--- src/rtl/brk_seq_pkg.sv ---
package brk_seq_pkg;
  typedef enum logic [1:0] {
    BK_PRE  = 2'b00,
    BK_POST = 2'b01,
    BK_DATA = 2'b10,
    BK_DATX = 2'b11
  } brk_kind_e;
endpackage

--- src/rtl/brk_inh_track.sv ---
module brk_inh_track (
  input  logic clk,
  input  logic rst,
  input  logic ret_vld,
  input  logic ret_nointr,
  output logic inh_q
);
  always_ff @(posedge clk) begin
    if (rst)          inh_q <= 1'b0;
    else if (ret_vld) inh_q <= ret_nointr;
  end
endmodule

--- src/rtl/brk_match_decode.sv ---
module brk_match_decode
  import brk_seq_pkg::*;
#(
  parameter int NCH = 2
) (
  input  logic [NCH-1:0]   match_vld,
  input  logic [2*NCH-1:0] match_kind,
  output logic             pre_hit,
  output logic             any_hit
);
  logic [NCH-1:0] pre_vec;

  for (genvar c = 0; c < NCH; c++) begin : g_ch
    assign pre_vec[c] = match_vld[c] &&
                        (brk_kind_e'(match_kind[2*c +: 2]) == BK_PRE);
  end

  assign pre_hit = |pre_vec;
  assign any_hit = |match_vld;
endmodule

--- src/rtl/brk_pend_reg.sv ---
module brk_pend_reg #(
  parameter int NCH = 2
) (
  input  logic           clk,
  input  logic           rst,
  input  logic           fire,
  input  logic           any_hit,
  input  logic [NCH-1:0] chan_in,
  output logic           pend_q,
  output logic [NCH-1:0] pend_chan_q
);
  always_ff @(posedge clk) begin
    if (rst || fire) begin
      pend_q      <= 1'b0;
      pend_chan_q <= '0;
    end else if (any_hit) begin
      pend_q      <= 1'b1;
      pend_chan_q <= pend_chan_q | chan_in;
    end
  end
endmodule

--- src/rtl/brk_out_reg.sv ---
module brk_out_reg #(
  parameter int NCH = 2,
  parameter int AW  = 32
) (
  input  logic           clk,
  input  logic           rst,
  input  logic           fire,
  input  logic [AW-1:0]  fire_pc,
  input  logic [NCH-1:0] fire_chan,
  output logic           brk_req,
  output logic [AW-1:0]  brk_pc,
  output logic [NCH-1:0] brk_chan
);
  always_ff @(posedge clk) begin
    if (rst) begin
      brk_req  <= 1'b0;
      brk_pc   <= '0;
      brk_chan <= '0;
    end else begin
      brk_req <= fire;
      if (fire) begin
        brk_pc   <= fire_pc;
        brk_chan <= fire_chan;
      end
    end
  end
endmodule

--- src/rtl/brk_exc_seq.sv ---
module brk_exc_seq #(
  parameter int NCH = 2,
  parameter int AW  = 32
) (
  input  logic             clk,
  input  logic             rst,
  input  logic [NCH-1:0]   match_vld,
  input  logic [2*NCH-1:0] match_kind,
  input  logic [AW-1:0]    match_pc,
  input  logic             ret_vld,
  input  logic             ret_nointr,
  input  logic [AW-1:0]    ret_next,
  output logic             brk_req,
  output logic [AW-1:0]    brk_pc,
  output logic [NCH-1:0]   brk_chan
);
  logic           inh_q;
  logic           pre_hit;
  logic           any_hit;
  logic           pend_q;
  logic [NCH-1:0] pend_chan_q;
  logic           fire_ret;
  logic           fire_imm;
  logic           fire;
  logic [AW-1:0]  fire_pc;
  logic [NCH-1:0] fire_chan;

  brk_inh_track u_inh (
    .clk        (clk),
    .rst        (rst),
    .ret_vld    (ret_vld),
    .ret_nointr (ret_nointr),
    .inh_q      (inh_q)
  );

  brk_match_decode #(.NCH(NCH)) u_dec (
    .match_vld  (match_vld),
    .match_kind (match_kind),
    .pre_hit    (pre_hit),
    .any_hit    (any_hit)
  );

  // Deferred break leaves at an accepting boundary; a fresh pre-execution
  // match leaves at once when nothing blocks it.
  assign fire_ret  = pend_q && ret_vld && !ret_nointr;
  assign fire_imm  = pre_hit && !inh_q && !pend_q;
  assign fire      = fire_ret || fire_imm;
  assign fire_pc   = fire_ret ? ret_next : match_pc;
  assign fire_chan = pend_chan_q | match_vld;

  brk_pend_reg #(.NCH(NCH)) u_pend (
    .clk         (clk),
    .rst         (rst),
    .fire        (fire),
    .any_hit     (any_hit),
    .chan_in     (match_vld),
    .pend_q      (pend_q),
    .pend_chan_q (pend_chan_q)
  );

  brk_out_reg #(.NCH(NCH), .AW(AW)) u_out (
    .clk       (clk),
    .rst       (rst),
    .fire      (fire),
    .fire_pc   (fire_pc),
    .fire_chan (fire_chan),
    .brk_req   (brk_req),
    .brk_pc    (brk_pc),
    .brk_chan  (brk_chan)
  );
endmodule

--- config.mk ---
export PLATFORM = sky130hd
export DESIGN_NAME = brk_exc_seq
export DESIGN_NICKNAME = d
export VERILOG_FILES = /design/src/rtl/brk_seq_pkg.sv /design/src/rtl/brk_inh_track.sv /design/src/rtl/brk_match_decode.sv /design/src/rtl/brk_pend_reg.sv /design/src/rtl/brk_out_reg.sv /design/src/rtl/brk_exc_seq.sv
export SDC_FILE = /design/constraint.sdc
export NUM_CORES = 1
export LEC_CHECK = 0
export BUFFER_PORTS_ARGS = -buffer_cell sky130_fd_sc_hd__buf_2
export CORE_ASPECT_RATIO = 0.6
export CORE_MARGIN = 2
export CORE_UTILIZATION = 44
export CTS_CLUSTER_SIZE = 24
export DETAILED_ROUTE_END_ITERATION = 8
export PLACE_DENSITY_LB_ADDON = 0.15
export SETUP_SLACK_MARGIN = 0.3
export SYNTH_ARGS = -nofsm -noshare
export SYNTH_HDL_FRONTEND = slang
export SYNTH_SLANG_ARGS = --single-unit
--- constraint.sdc ---
create_clock -name clk -period 2.3 [get_ports clk]
set_clock_uncertainty 0.15 [all_clocks]
set_input_delay 0.23 -clock clk [delete_from_list [all_inputs] [get_ports clk]]
set_output_delay 0.23 -clock clk [all_outputs]
set_load 0.02 [all_outputs]
Yosys cells after proc, flatten, opt, wreduce, memory -nomap -nowiden. Index checks and enable logic that the tools add are counted.

Flip-flop bits (word level): 39. Output and inout port bits: 35. Word-level logic and storage cells: 23.

Mux-type cells: 1. Bitwise logic cells: 1. Reduce and logical (&&, ||, !) cells: 15.

Operators by type and width (number): $mux W32 (1); $logic_and A1 B1 Y1 (6); $logic_not A2 Y1 (2); $reduce_or A2 Y1 (2); $logic_not A1 Y1 (3); $logic_or A1 B1 Y1 (2); $or A2 B2 Y2 (1).

Logic depth before layout (Yosys ltp). Gate-level depths: netlist (run 1).

Depth in word-level cells: 7. Gate-level depth with buffers: 5.

Modules after synthesis. Synthesis (run 1) repeated with hierarchy kept, for this count alone.

Cell total of the unflattened synthesis: 168. Area total of the unflattened synthesis: 1955.6 µm².

Modules (own cells, without submodules): brk_out_reg (instances 1, cells each 112, area each 1263.7 µm²); brk_exc_seq (instances 1, cells each 40, area each 546.8 µm²); brk_pend_reg (instances 1, cells each 9, area each 88.8 µm²); brk_inh_track (instances 1, cells each 3, area each 33.8 µm²); brk_match_decode (instances 1, cells each 4, area each 22.5 µm²).

Worst setup path before layout (run 1). No wires, ideal clock.

Kind: flip-flop to flip-flop. From: reg u_inh.inh_q. To: reg u_out.brk_pc[0]. Library setup time: 122 ps. Data arrival time: 1320 ps. Required time: 2028 ps. Setup slack: 708 ps. Cell stages (with the launch flop): 6. Buffers on the path: 1. Period minus slack after synthesis: 1592 ps. Cells stage by stage: dfxtp_1 -> nor4b_2 -> o21a_2 -> nor3_4 -> buf_6 -> a221o_1.

Longest elaborated chain between the ends: 4.

Ends and longest elaborated chain: start: declaration (line brk_inh_track.sv:6) `output logic inh_q`; start signal: assignment (line brk_inh_track.sv:10) `else if (ret_vld) inh_q <= ret_nointr;`; $logic_not A1 Y1 (line brk_exc_seq.sv:46) `assign fire_imm = pre_hit && !inh_q && !pend_q;`; $logic_and A1 B1 Y1 (2 in a row) (line brk_exc_seq.sv:46); $logic_or A1 B1 Y1 (line brk_exc_seq.sv:47) `assign fire = fire_ret || fire_imm;`; end signal: assignment (line brk_out_reg.sv:22) `brk_pc <= fire_pc;`; end: declaration (line brk_out_reg.sv:11) `output logic [AW-1:0] brk_pc,`.

No other way between the ends. A chain may end at the register's enable or synchronous reset.

Final worst setup path (run 1).
From: reg u_inh.inh_q. To: reg u_out.brk_pc[14].

Same word-level chain as after synthesis.

==> out/metrics.csv, run 1 <==
stage;metric;value;unit
detailed_routing;Detailed Route WL;4513;µm
clock_network;CTS tree;done;
sta;Slew headroom;68.53;%
power;Leak;1.203;nW
clock_network;CTS Buffer Depth;2;
place;routability congestion estimate;0.7239;
detailed_routing;via count;1575;
floorplan;Initial Util;47.62;%
worst_setup_path;R2R Path Start;u_inh.inh_q;
place;# port buffers;108;
sta;Peak Freq;543.2;MHz
min_path;hold crit path type;primary input to flop;
global_route;largest net degree at the start of global routing;21;
power;Comb pwr share;20.5;%
worst_setup_path;CP required;2.34;ns
logic_synthesis;XOR/XNOR Fraction of Synth Area;0;%
logic_synthesis;Yosys Warn Count;0;
worst_setup_path;Startpoint Class;flop;
power;cell-internal power;0.001161;W
global_route;number of global-route vias before repair;1392;
sta;final-report max-slew violation count;0;
sta;Tmin final;1.841;ns
floorplan;io pins;109;
logic_synthesis;Synth Area in Compound Gates;23.13;%
layout;ant diodes;0;
sta;RSZ-0062 raised after global routing;no;
detailed_routing;Iter 0 DRT Violations;57;
sta;worst slew pin tran;0.4702;ns
place;HPWL after DPL;2996;µm
logic_synthesis;Seq/Total Area, Yosys;48.75;%
floorplan;number of cell rows;16;
worst_setup_path;Critical Path AT;1.88;ns
power;Power Total;0.001612;W
logic_synthesis;Simple-Gate Fraction of Synth Area;21.48;%
power;sw power;0.0004505;W
clock_network;clock net sink count;39;
logic_synthesis;Mapped Nets;214;
layout;synthesis-to-layout area growth;48.05;%
logic_synthesis;combinational family with the most area after synthesis;compound AO/OA/AOI/OAI gates;
floorplan;Die Span Y;50.73;µm
clock_network;CTS buffer count;5;
logic_synthesis;Synth Register Bits;39;
global_route;grt ovf;0;
logic_synthesis;cell taking the most area after synthesis;dfxtp_1;
logic_synthesis;mapped cell area;1602;µm²
logic_synthesis;Yosys top cell area share;48.75;%
worst_setup_path;highest net fanout along the worst path;7;
run_status;outcome;finished, final reports clean;
worst_setup_path;Crit Path Class;flop to flop;
sta;setup violators final;0;
layout;Nets;336;
sta;final hold vios;0;
layout;layout cell share with drive strength beyond 1;52.09;%
global_route;first-pass GRT wire length;6817;µm
floorplan;Die W;81.89;µm
clock_network;Reg clk slew, reported paths;0.08;ns
logic_synthesis;Post-Synth Adder-Cell Area;0;%
min_path;Hold Path Origin;match_pc[24];
power;sw frac;27.95;%
worst_setup_path;crit end category;flop;
detailed_routing;final antenna-violating net count;0;
floorplan;Die Area;4154;µm²
clock_network;clock insertion delay at the later pin of the skew report;0.30;ns
logic_synthesis;Syn Inst Count;140;
detailed_routing;DR pass1 iterations;4;
floorplan;core outline area;3363;µm²
logic_synthesis;top post-synthesis cells by area;dfxtp_1, a221o_1, and2_1, buf_6, nor3_4;
global_route;initial antenna violation count;0;
logic_synthesis;Mean Syn Cell Area;11.44;µm²
job;Max Cap Viol;0;
worst_setup_path;Worst setup startpoint;u_inh.inh_q;
power;Pwr Density;679.9;nW/µm²
power;VDD IR max;0.0004152;V
logic_synthesis;Synth cell types;24;
power;clock share of power;31.9;%
power;Seq pwr share;47.6;%
sta;setup TNS;0;ns
global_route;GR Util All Layers;22.32;%
sta;period utilisation layout;80.04;%
detailed_routing;routed len/inst;14.65;µm
clock_network;H-Tree Level Count;2;
detailed_routing;drt drc;0;
clock_network;clk root buf;clkbuf_8;
logic_synthesis;mux contribution to synthesized area;0.6250;%
detailed_routing;via/cell ratio;5.114;
[synth_stat cells]
cell      number
dfxtp_1       39
and2_1        32
a221o_1       31
buf_6          6
nor2_1         5
nor3_1         4
clkbuf_1       3
a211oi_1       2
nand2_1        2
nor3_4         2
a21oi_1        1
a221o_2        1
and2_2         1
clkbuf_8       1
inv_1          1
mux2i_1        1
nor2b_1        1
nor3b_2        1
nor4b_2        1
nor4b_4        1
o211ai_1       1
o21a_2         1
o21ai_0        1
o31ai_1        1
[logic make-up (layout without fill, tap and decap cells)]
| family | Yosys count | in the layout |
|---|---|---|
| mux | 1 | 1 |
| simple gates | 50 | 52 |
| buf+inv | 11 | 132 |
| compound gates | 39 | 39 |
| flops | 39 | 39 |
[critical path, stage by stage (launching register included)]
cell and delay [ns]:
dfxtp_1 0.36, nor4b_2 0.39, o21a_2 0.28, nor3_4 0.06, buf_4 0.18, a221o_2 0.32
[registers in the layout, indices dropped and copies added, names as in the netlist]
register / count
u_out.brk_pc: 32
u_pend.pend_chan_q: 2
u_out.brk_chan: 2
u_inh.inh_q: 1
u_out.brk_req: 1
u_pend.pend_q: 1
[through the flow]
step	area [µm²]	util [%]	worst slack [ns]	hold WS [ns]	cells
floorplan	1602	-	0.7080	0.2189	140
global placement	2113	62.83	0.03431	0.3020	284
detailed placement	2113	62.83	-0.02686	0.3082	284
CTS	2293	68.19	0.3698	0.001270	299
global route	2371	70.50	0.3959	0.007246	308
finish	2371	70.50	0.4591	0.004393	308
[final timing paths]
check                                        end  slack (ns)  cells past startpoint
worst max register to register  u_out.brk_pc[14]        0.46                      5
worst min-delay path            u_out.brk_pc[24]       0.004                      2
worst min register to register   u_out.brk_pc[7]        0.33                      1
worst max-delay path            u_out.brk_pc[14]        0.46                      5
[routing by layer]
layer | GRT usage [%] | share of wire (%) | up-vias
met5 | 0 | 0 | -
met4 | 8.889 | 1.3 | 0
met3 | 6.835 | 8.9 | 7
met2 | 30.62 | 40 | 70
met1 | 32.15 | 50 | 719
li1 | - | - | 779
[placed cells by master (no fill, tap or decap)]
cell | Yosys | layout
nor3b_4 | 0 | 1
buf_2 | 0 | 108
nor4b_4 | 1 | 1
a211oi_1 | 2 | 2
mux2i_1 | 1 | 1
nor2b_1 | 1 | 1
nor3_1 | 4 | 4
nand2_1 | 2 | 2
o31ai_1 | 1 | 1
and2_1 | 32 | 32
nor2_1 | 5 | 5
clkbuf_8 | 1 | 7
buf_4 | 0 | 11
o21ai_0 | 1 | 1
clkinvlp_4 | 0 | 1
nor3_4 | 2 | 4
dlygate4sd3_1 | 0 | 4
and2_2 | 1 | 1
o211ai_1 | 1 | 1
a221o_2 | 1 | 1
dfxtp_1 | 39 | 39
o21a_2 | 1 | 1
a21oi_1 | 1 | 1
nor4b_2 | 1 | 1
a221o_1 | 31 | 31
inv_1 | 1 | 1
[layout make-up]
type	count	area, µm²
clock buffer	7	96.34
clock inverter	1	7.507
fill	279	992.2
inverter	1	3.754
multi-input combinational	92	763.2
sequential	39	780.7
tap	45	56.30
timing repair buffer	123	663.1
[power groups by stage]
stage	Combinational, W	Clock (W)	Sequential (W)
floorplan	0.000120	0	0.000839
global placement	0.000294	0	0.000779
detailed placement	0.000297	0	0.000779
CTS	0.000316	0.000519	0.000767
global route	0.000358	0.000555	0.000775
finish	0.000331	0.000514	0.000768
[timing repair]
item / 4_1_cts / 5_1_grt
cloned: 2 / 0
pin swaps: 3 / 3
resized for setup: 3 / 0
buffers inserted: 5 / 5
endpoints found under the hold margin: 0 / 4
hold buffers: 0 / 4
setup endpoints to repair: 32 / 32
No activity file was read; power rests on OpenSTA's default activity.
==> run 2: changes to the inputs <==
CORE_UTILIZATION = 37   (was 44)
clock period = 1.6 ns   (was 2.3 ns; I/O delays follow)
==> run 2 against run 1 <==
  * The flow now finishes with violations (negative setup slack)
  * Global-route usage down 3.1 points
  * Design area up 18%
  * Critical path depth unchanged
  * Flip-flop and latch count is the same
  * First-iteration DRC count down 61%
  * Count of clock-buffer cells in the layout did not move
  * Register-to-register slack worse by 0.51 ns
  * Wire length grew 6.5%
  * Die area grew 18%
  * Setup slack got worse by 0.51 ns
  * Utilization down 2.3 points
  * Critical endpoint unchanged
  * Largest power group unchanged
==> out/metrics.csv, run 2 (same netlist as run 1, synthesis figures left out) <==
stage;metric;value;unit;change
power;VDD IR max;0.0004524;V;+9.0%
worst_setup_path;Worst setup startpoint;u_inh.inh_q;;
layout;layout cell share with drive strength beyond 1;49.67;%;-2.4 points
clock_network;CTS tree;done;;
layout;non-filler cells, final;362;;+18%
worst_setup_path;crit end category;flop;;
worst_setup_path;flop2flop setup slack;-0.05;ns;-0.51 ns
floorplan;core outline area;4121;µm²;+23%
run_status;outcome;finished, violations left;;
layout;Util after Layout;68.15;%;-2.3 points
worst_setup_path;CP required;1.62;ns;-0.72 ns
floorplan;Die W;88.94;µm;+8.6%
detailed_routing;DR pass1 iterations;4;;unchanged
sta;final hold vios;0;;unchanged
worst_setup_path;R2R Path Start;u_inh.inh_q;;
min_path;hold path depth;3;;+1
sta;final-report max-slew violation count;0;;unchanged
place;Area after DPL;2277;µm²;+7.8%
power;Pwr Density;819.6;nW/µm²;+21%
layout;synthesis-to-layout area growth;75.39;%;
global_route;grt ovf;0;;unchanged
worst_setup_path;CP Capture Point;u_out.brk_pc[14];;
layout;multi-input logic area;768.2;µm²;+0.66%
layout;ant diodes;0;;unchanged
detailed_routing;final antenna-violating net count;0;;unchanged
place;routability congestion estimate;0.7693;;+6.3%
place;Placed Cells incl. Taps;312;;+9.9%
worst_setup_path;CP cell instances;nor4b_4 -> o21a_2 -> nor3_4 -> buf_6 -> a221o_2;;
global_route;initial antenna violation count;0;;unchanged
sta;Tmin final;1.652;ns;-0.1890 ns
clock_network;clock net sink count;39;;unchanged
floorplan;Die Area;4888;µm²;+18%
layout;post-route cell area;2809;µm²;+18%
detailed_routing;via/cell ratio;4.627;;-9.5%
worst_setup_path;highest net fanout along the worst path;5;;-2
place;# port buffers;108;;unchanged
worst_setup_path;crit-path max cell delay;0.37;ns;-0.02 ns
layout;biggest regs;u_out.brk_pc x32, u_out.brk_chan x2, u_pend.pend_chan_q x2;;
layout;Most flops, register;u_out.brk_pc;;
clock_network;H-Tree Level Count;2;;unchanged
layout;Nets;375;;+12%
worst_setup_path;Worst path depth;5;;unchanged
layout;register area;784.5;µm²;+0.48%
floorplan;number of cell rows;18;;+2
sta;Slew headroom;80.51;%;+12 points
worst_setup_path;Crit Path Class;flop to flop;;
power;Leak;1.386;nW;+15%
global_route;largest net degree at the start of global routing;19;;-9.5%
floorplan;Initial Util;38.86;%;-8.8 points
worst_setup_path;CP max-delay cell;dfxtp_4;;
place;HPWL after DPL;2968;µm;-0.94%
detailed_routing;via count;1675;;+6.3%
layout;max FFs per register;32;;unchanged
worst_setup_path;CP top delay family;compound AO/OA/AOI/OAI gates;;
sta;Peak Freq;605.4;MHz;+11%
worst_setup_path;reg2reg path depth;5;;unchanged
layout;commonest non-fill, non-tap cell in the layout;buf_2;;
sta;worst slew pin tran;0.2911;ns;-0.1791 ns
global_route;number of global-route vias before repair;1570;;+13%
clock_network;CTS Buffer Depth;2;;unchanged
worst_setup_path;reg2reg end;u_out.brk_pc[14];;
clock_network;clock insertion delay at the later pin of the skew report;0.28;ns;-0.02 ns
sta;setup violators final;32;;+32
job;Max Cap Viol;0;;unchanged
detailed_routing;drt drc;0;;unchanged
sta;period utilisation layout;103.2;%;+23 points
global_route;first-pass GRT wire length;6927;µm;+1.6%
global_route;GR Util All Layers;19.25;%;-3.1 points
clock_network;CTS buffer count;5;;unchanged
layout;most frequent cells in the layout;buf_2, dfxtp_1, dlygate4sd3_1;;
floorplan;Die Span Y;54.96;µm;+8.3%
detailed_routing;Detailed Route WL;4805;µm;+6.5%
min_path;hold crit path type;primary input to flop;;
layout;# fillers;337;;+21%
detailed_routing;Iter 0 DRT Violations;22;;-61%
run_status;violated checks;negative setup slack;;
worst_setup_path;crit path buf inv count;1;;unchanged
sta;RSZ-0062 raised after global routing;yes;;
detailed_routing;routed len/inst;13.27;µm;-9.4%
floorplan;io pins;109;;unchanged
worst_setup_path;Startpoint Class;flop;;
clock_network;Reg clk slew, reported paths;0.07;ns;about the same
clock_network;clk root buf;clkbuf_8;;
sta;final setup margin;-0.05186;ns;-0.5110 ns
worst_setup_path;Critical Path AT;1.67;ns;-0.21 ns
run 2: changes by cell type in the layout (fill, tap and decap cells not counted), moves of 2 or more:
cell / delta
buf_12: +3
buf_4: +2
buf_6: +6
clkbuf_1: +2
clkbuf_8: -2
dlygate4sd3_1: +29
run 2: layer usage:
metal	vias up	part of all wire [%]	global-route usage, %
li1	859	-	-
met1	762	45	23.77
met2	52	50	33.83
met3	2	5.1	5.341
met4	0	0.35	5.224
met5	-	0	0
run 2: layout make-up:
cell class	count	share of cell area, %
Clock buffer	7	2.717
Clock inverter	1	0.1782
Timing Repair Buffer	163	39.02
Sequential cell	39	27.93
Multi-Input combinational cell	91	27.35
Tap cell	60	2.673
Inverter	1	0.1336
run 2: worst min path at each step:
stage | start | end | slack, ns
2_1_floorplan | match_pc[0] | u_out.brk_pc[0] | 0.15
3_3_place_gp | match_pc[3] | u_out.brk_pc[3] | 0.23
3_5_place_dp | match_pc[15] | u_out.brk_pc[15] | 0.24
4_1_cts | ret_next[21] | u_out.brk_pc[21] | 0.007
5_1_grt | ret_next[21] | u_out.brk_pc[21] | 0.01
6_report | ret_next[21] | u_out.brk_pc[21] | 0.02
run 2: worst register-to-register path, cell delays in order, from the launching register on:
cell,delay (ns)
dfxtp_4,0.37
nor4b_4,0.24
o21a_2,0.26
nor3_4,0.07
buf_6,0.13
a221o_2,0.33
run 2: what timing repair did:
item | 4_1_cts | 5_1_grt
hold endpoints to repair | 33 | 0
endpoints found under the setup margin | 36 | 37
hold buffers | 33 | 0
buffers inserted | 7 | 1
resized for setup | 9 | 5
cloned | 1 | 0
pin swaps | 8 | 5
run 2: power breakdown:
part,switching [W],leakage [nW],total (W),internal (W)
logic,0.000273,1.02,0.000588,0.000314
registers,0.0000429,0.320,0.00110,0.00105
clock network,0.000313,0.0422,0.000619,0.000306
run 2: through the flow:
step	TNS [ns]	total power, W	setup slack, ns	hold slack [ns]
after detailed placement	-15.47	0.001587	-0.5118	0.2361
after floorplan	0	0.001380	0.1047	0.1489
after global placement	-15.62	0.001586	-0.5112	0.2337
after global routing	-3.153	0.002423	-0.1134	0.01412
final	-0.7695	0.002302	-0.05186	0.01599
after CTS	-0.4420	0.002314	-0.04512	0.006621
==> run 3: changes to the inputs <==
BUFFER_PORTS_ARGS = default   (was -buffer_cell sky130_fd_sc_hd__buf_2)
CORE_UTILIZATION = 55   (was 37)
DONT_BUFFER_PORTS = 1   (was default)
GPL_TIMING_DRIVEN = 1   (was default)
==> run 3 against run 2 <==
  * The flow still finishes with violations (negative setup slack)
  * Worst hold slack improved by 0.12 ns
  * Wire length rose by 16%
  * Register-to-register slack lost 0.08 ns
  * Via count fell by 5.0%
  * Utilization up 22 points
  * Design area shrank 9.2%
  * Sequential share of layout area grew 2.7 points
  * Highest routed layer unchanged
  * Cell count shrank 28%
  * Non-clock buffer count is 77 lower
  * Flip-flop and latch count unchanged
  * Clock power grew 18%
  * First-iteration DRC count grew to 3.0 times the previous value
==> out/metrics.csv, run 3 (same netlist as run 1, synthesis figures left out) <==
stage;metric;value;unit;change
run_status;outcome;finished, violations left;;
run_status;violated checks;negative setup slack;;
detailed_routing;routed len/inst;21.42;µm;+61%
layout;most frequent cells in the layout;dlygate4sd3_1, dfxtp_1, and2_1;;
worst_setup_path;reg2reg end;u_out.brk_pc[20];;
floorplan;Initial Util;56.89;%;+18 points
clock_network;clock net sink count;39;;unchanged
worst_setup_path;flop2flop setup slack;-0.13;ns;-0.08 ns
detailed_routing;Iter 0 DRT Violations;65;;+200%
detailed_routing;met1 WL;2147;µm;-0.56%
clock_network;H-Tree Level Count;2;;unchanged
layout;biggest regs;u_out.brk_pc x32, u_out.brk_chan x2, u_pend.pend_chan_q x2;;
layout;Nets;299;;-20%
global_route;initial antenna violation count;0;;unchanged
detailed_routing;final antenna-violating net count;0;;unchanged
clock_network;clock insertion delay at the later pin of the skew report;0.28;ns;about the same
sta;final hold vios;0;;unchanged
sta;worst slew pin tran;0.3482;ns;+0.05711 ns
sta;final setup margin;-0.1278;ns;-0.07593 ns
floorplan;Die W;73.67;µm;-17%
clock_network;clk root buf;clkbuf_8;;
detailed_routing;drt drc;0;;unchanged
detailed_routing;Highest Signal Layer;met4;;
layout;max FFs per register;32;;unchanged
worst_setup_path;highest net fanout along the worst path;15;;+10
clock_network;CTS Buffer Depth;2;;unchanged
min_path;Hold Path Origin;ret_nointr;;
detailed_routing;via count;1592;;-5.0%
sta;setup TNS;-3.021;ns;-2.251 ns
global_route;GR Util All Layers;34.02;%;+15 points
detailed_routing;DR pass1 iterations;5;;+1
floorplan;number of cell rows;15;;-3
min_path;Hold EP;u_pend.pend_q;;
global_route;first-pass GRT wire length;8273;µm;+19%
sta;WHS;0.1385;ns;+0.1225 ns
sta;final-report max-slew violation count;0;;unchanged
worst_setup_path;crit end category;flop;;
power;Pwr Density;921.6;nW/µm²;+12%
layout;synthesis-to-layout area growth;59.22;%;
layout;Most flops, register;u_out.brk_pc;;
clock_network;CTS buffer count;5;;unchanged
sta;setup violators final;34;;+6.3%
worst_setup_path;Crit Path Class;flop to flop;;
place;# port buffers;0;;-100%
detailed_routing;WL met2;2808;µm;+18%
sta;Peak Freq;578.8;MHz;-4.4%
layout;ant diodes;0;;unchanged
layout;layout cell share with drive strength beyond 1;16.81;%;-33 points
place;pre-CTS setup slack;-0.5324;ns;-0.02056 ns
clock_network;Reg clk slew, reported paths;0.07;ns;about the same
floorplan;Die Span Y;45.80;µm;-17%
sta;RSZ-0062 raised after global routing;yes;;
detailed_routing;Detailed Route WL;5568;µm;+16%
layout;Util after Layout;90.58;%;+22 points
detailed_routing;via/cell ratio;6.123;;+32%
clock_network;CTS tree;done;;
worst_setup_path;R2R Path Start;u_inh.inh_q;;
floorplan;Die Area;3374;µm²;-31%
sta;Slew headroom;76.54;%;-4.0 points
min_path;hold path depth;3;;unchanged
worst_setup_path;reg2reg path depth;5;;unchanged
floorplan;io pins;109;;unchanged
power;Leak;1.043;nW;-25%
global_route;grt ovf;0;;unchanged
min_path;hold crit path type;primary input to flop;;
worst_setup_path;Critical Path AT;1.74;ns;+0.07 ns
global_route;number of global-route vias before repair;1679;;+6.9%
place;HPWL after DPL;2436;µm;-18%
worst_setup_path;CP required;1.62;ns;about the same
layout;non-filler cells, final;260;;-28%
worst_setup_path;Startpoint Class;flop;;
layout;commonest non-fill, non-tap cell in the layout;dlygate4sd3_1;;
detailed_routing;WL met3;540;µm;+120%
sta;Tmin final;1.728;ns;+0.07593 ns
job;Max Cap Viol;0;;unchanged
place;routability congestion estimate;0.6958;;-9.6%
floorplan;core outline area;2815;µm²;-32%
place;Placed Cells incl. Taps;172;;-45%
power;VDD IR max;0.0007549;V;+67%
global_route;largest net degree at the start of global routing;17;;-2
sta;period utilisation layout;108.0;%;+4.7 points
[run 3: power by group]
group	leakage, nW	switching [W]	total [W]	internal [W]
registers	0.320	0.000151	0.00120	0.00105
logic	0.671	0.000164	0.000418	0.000254
clock network	0.0515	0.000334	0.000728	0.000394
total	1.04	0.000649	0.00235	0.00170
[run 3: what timing repair did]
item	in CTS	in global routing
gates resized for setup	3	2
buffers inserted	9	0
hold buffers	69	0
hold endpoints to repair	39	0
setup endpoints to repair	34	37
pin swaps	4	3
cloned	2	0
[run 3: worst max-delay path by stage]
stage	from	end	slack (ns)
2_1_floorplan	u_inh.inh_q	u_out.brk_pc[0]	0.10
3_3_place_gp	u_inh.inh_q	u_out.brk_pc[14]	-0.44
3_5_place_dp	u_inh.inh_q	u_out.brk_pc[11]	-0.53
4_1_cts	u_inh.inh_q	u_out.brk_pc[14]	-0.08
5_1_grt	u_inh.inh_q	u_out.brk_pc[20]	-0.18
6_report	u_inh.inh_q	u_out.brk_pc[20]	-0.13
[run 3: area by class of cell]
type | instances | area [µm²]
Clock buffer | 8 | 100.1
Fill cell | 111 | 265.3
Inverter | 1 | 3.754
Multi-Input combinational cell | 92 | 778.2
Sequential cell | 39 | 782.0
Tap cell | 34 | 42.54
Timing Repair Buffer | 86 | 843.3
[run 3: worst max-delay path, cell delays in order, from the launching register on]
cell and delay (ns):
dfxtp_2 0.36, nor4b_4 0.27, o21a_2 0.28, nor3_4 0.08, buf_12 0.15, a221o_1 0.31
[run 3: layer usage]
layer / GRT usage (%) / vias up
met5: 0 / -
met4: 14.55 / 0
met3: 13.72 / 10
met2: 57.86 / 118
met1: 38.58 / 755
li1: - / 709
[run 3: per-stage QoR]
step           total power, W  area, µm²
6_report             0.002350       2550
3_5_place_dp         0.001417       1622
4_1_cts              0.002301       2540
3_3_place_gp         0.001408       1622
5_1_grt              0.002449       2550
2_1_floorplan        0.001380       1612
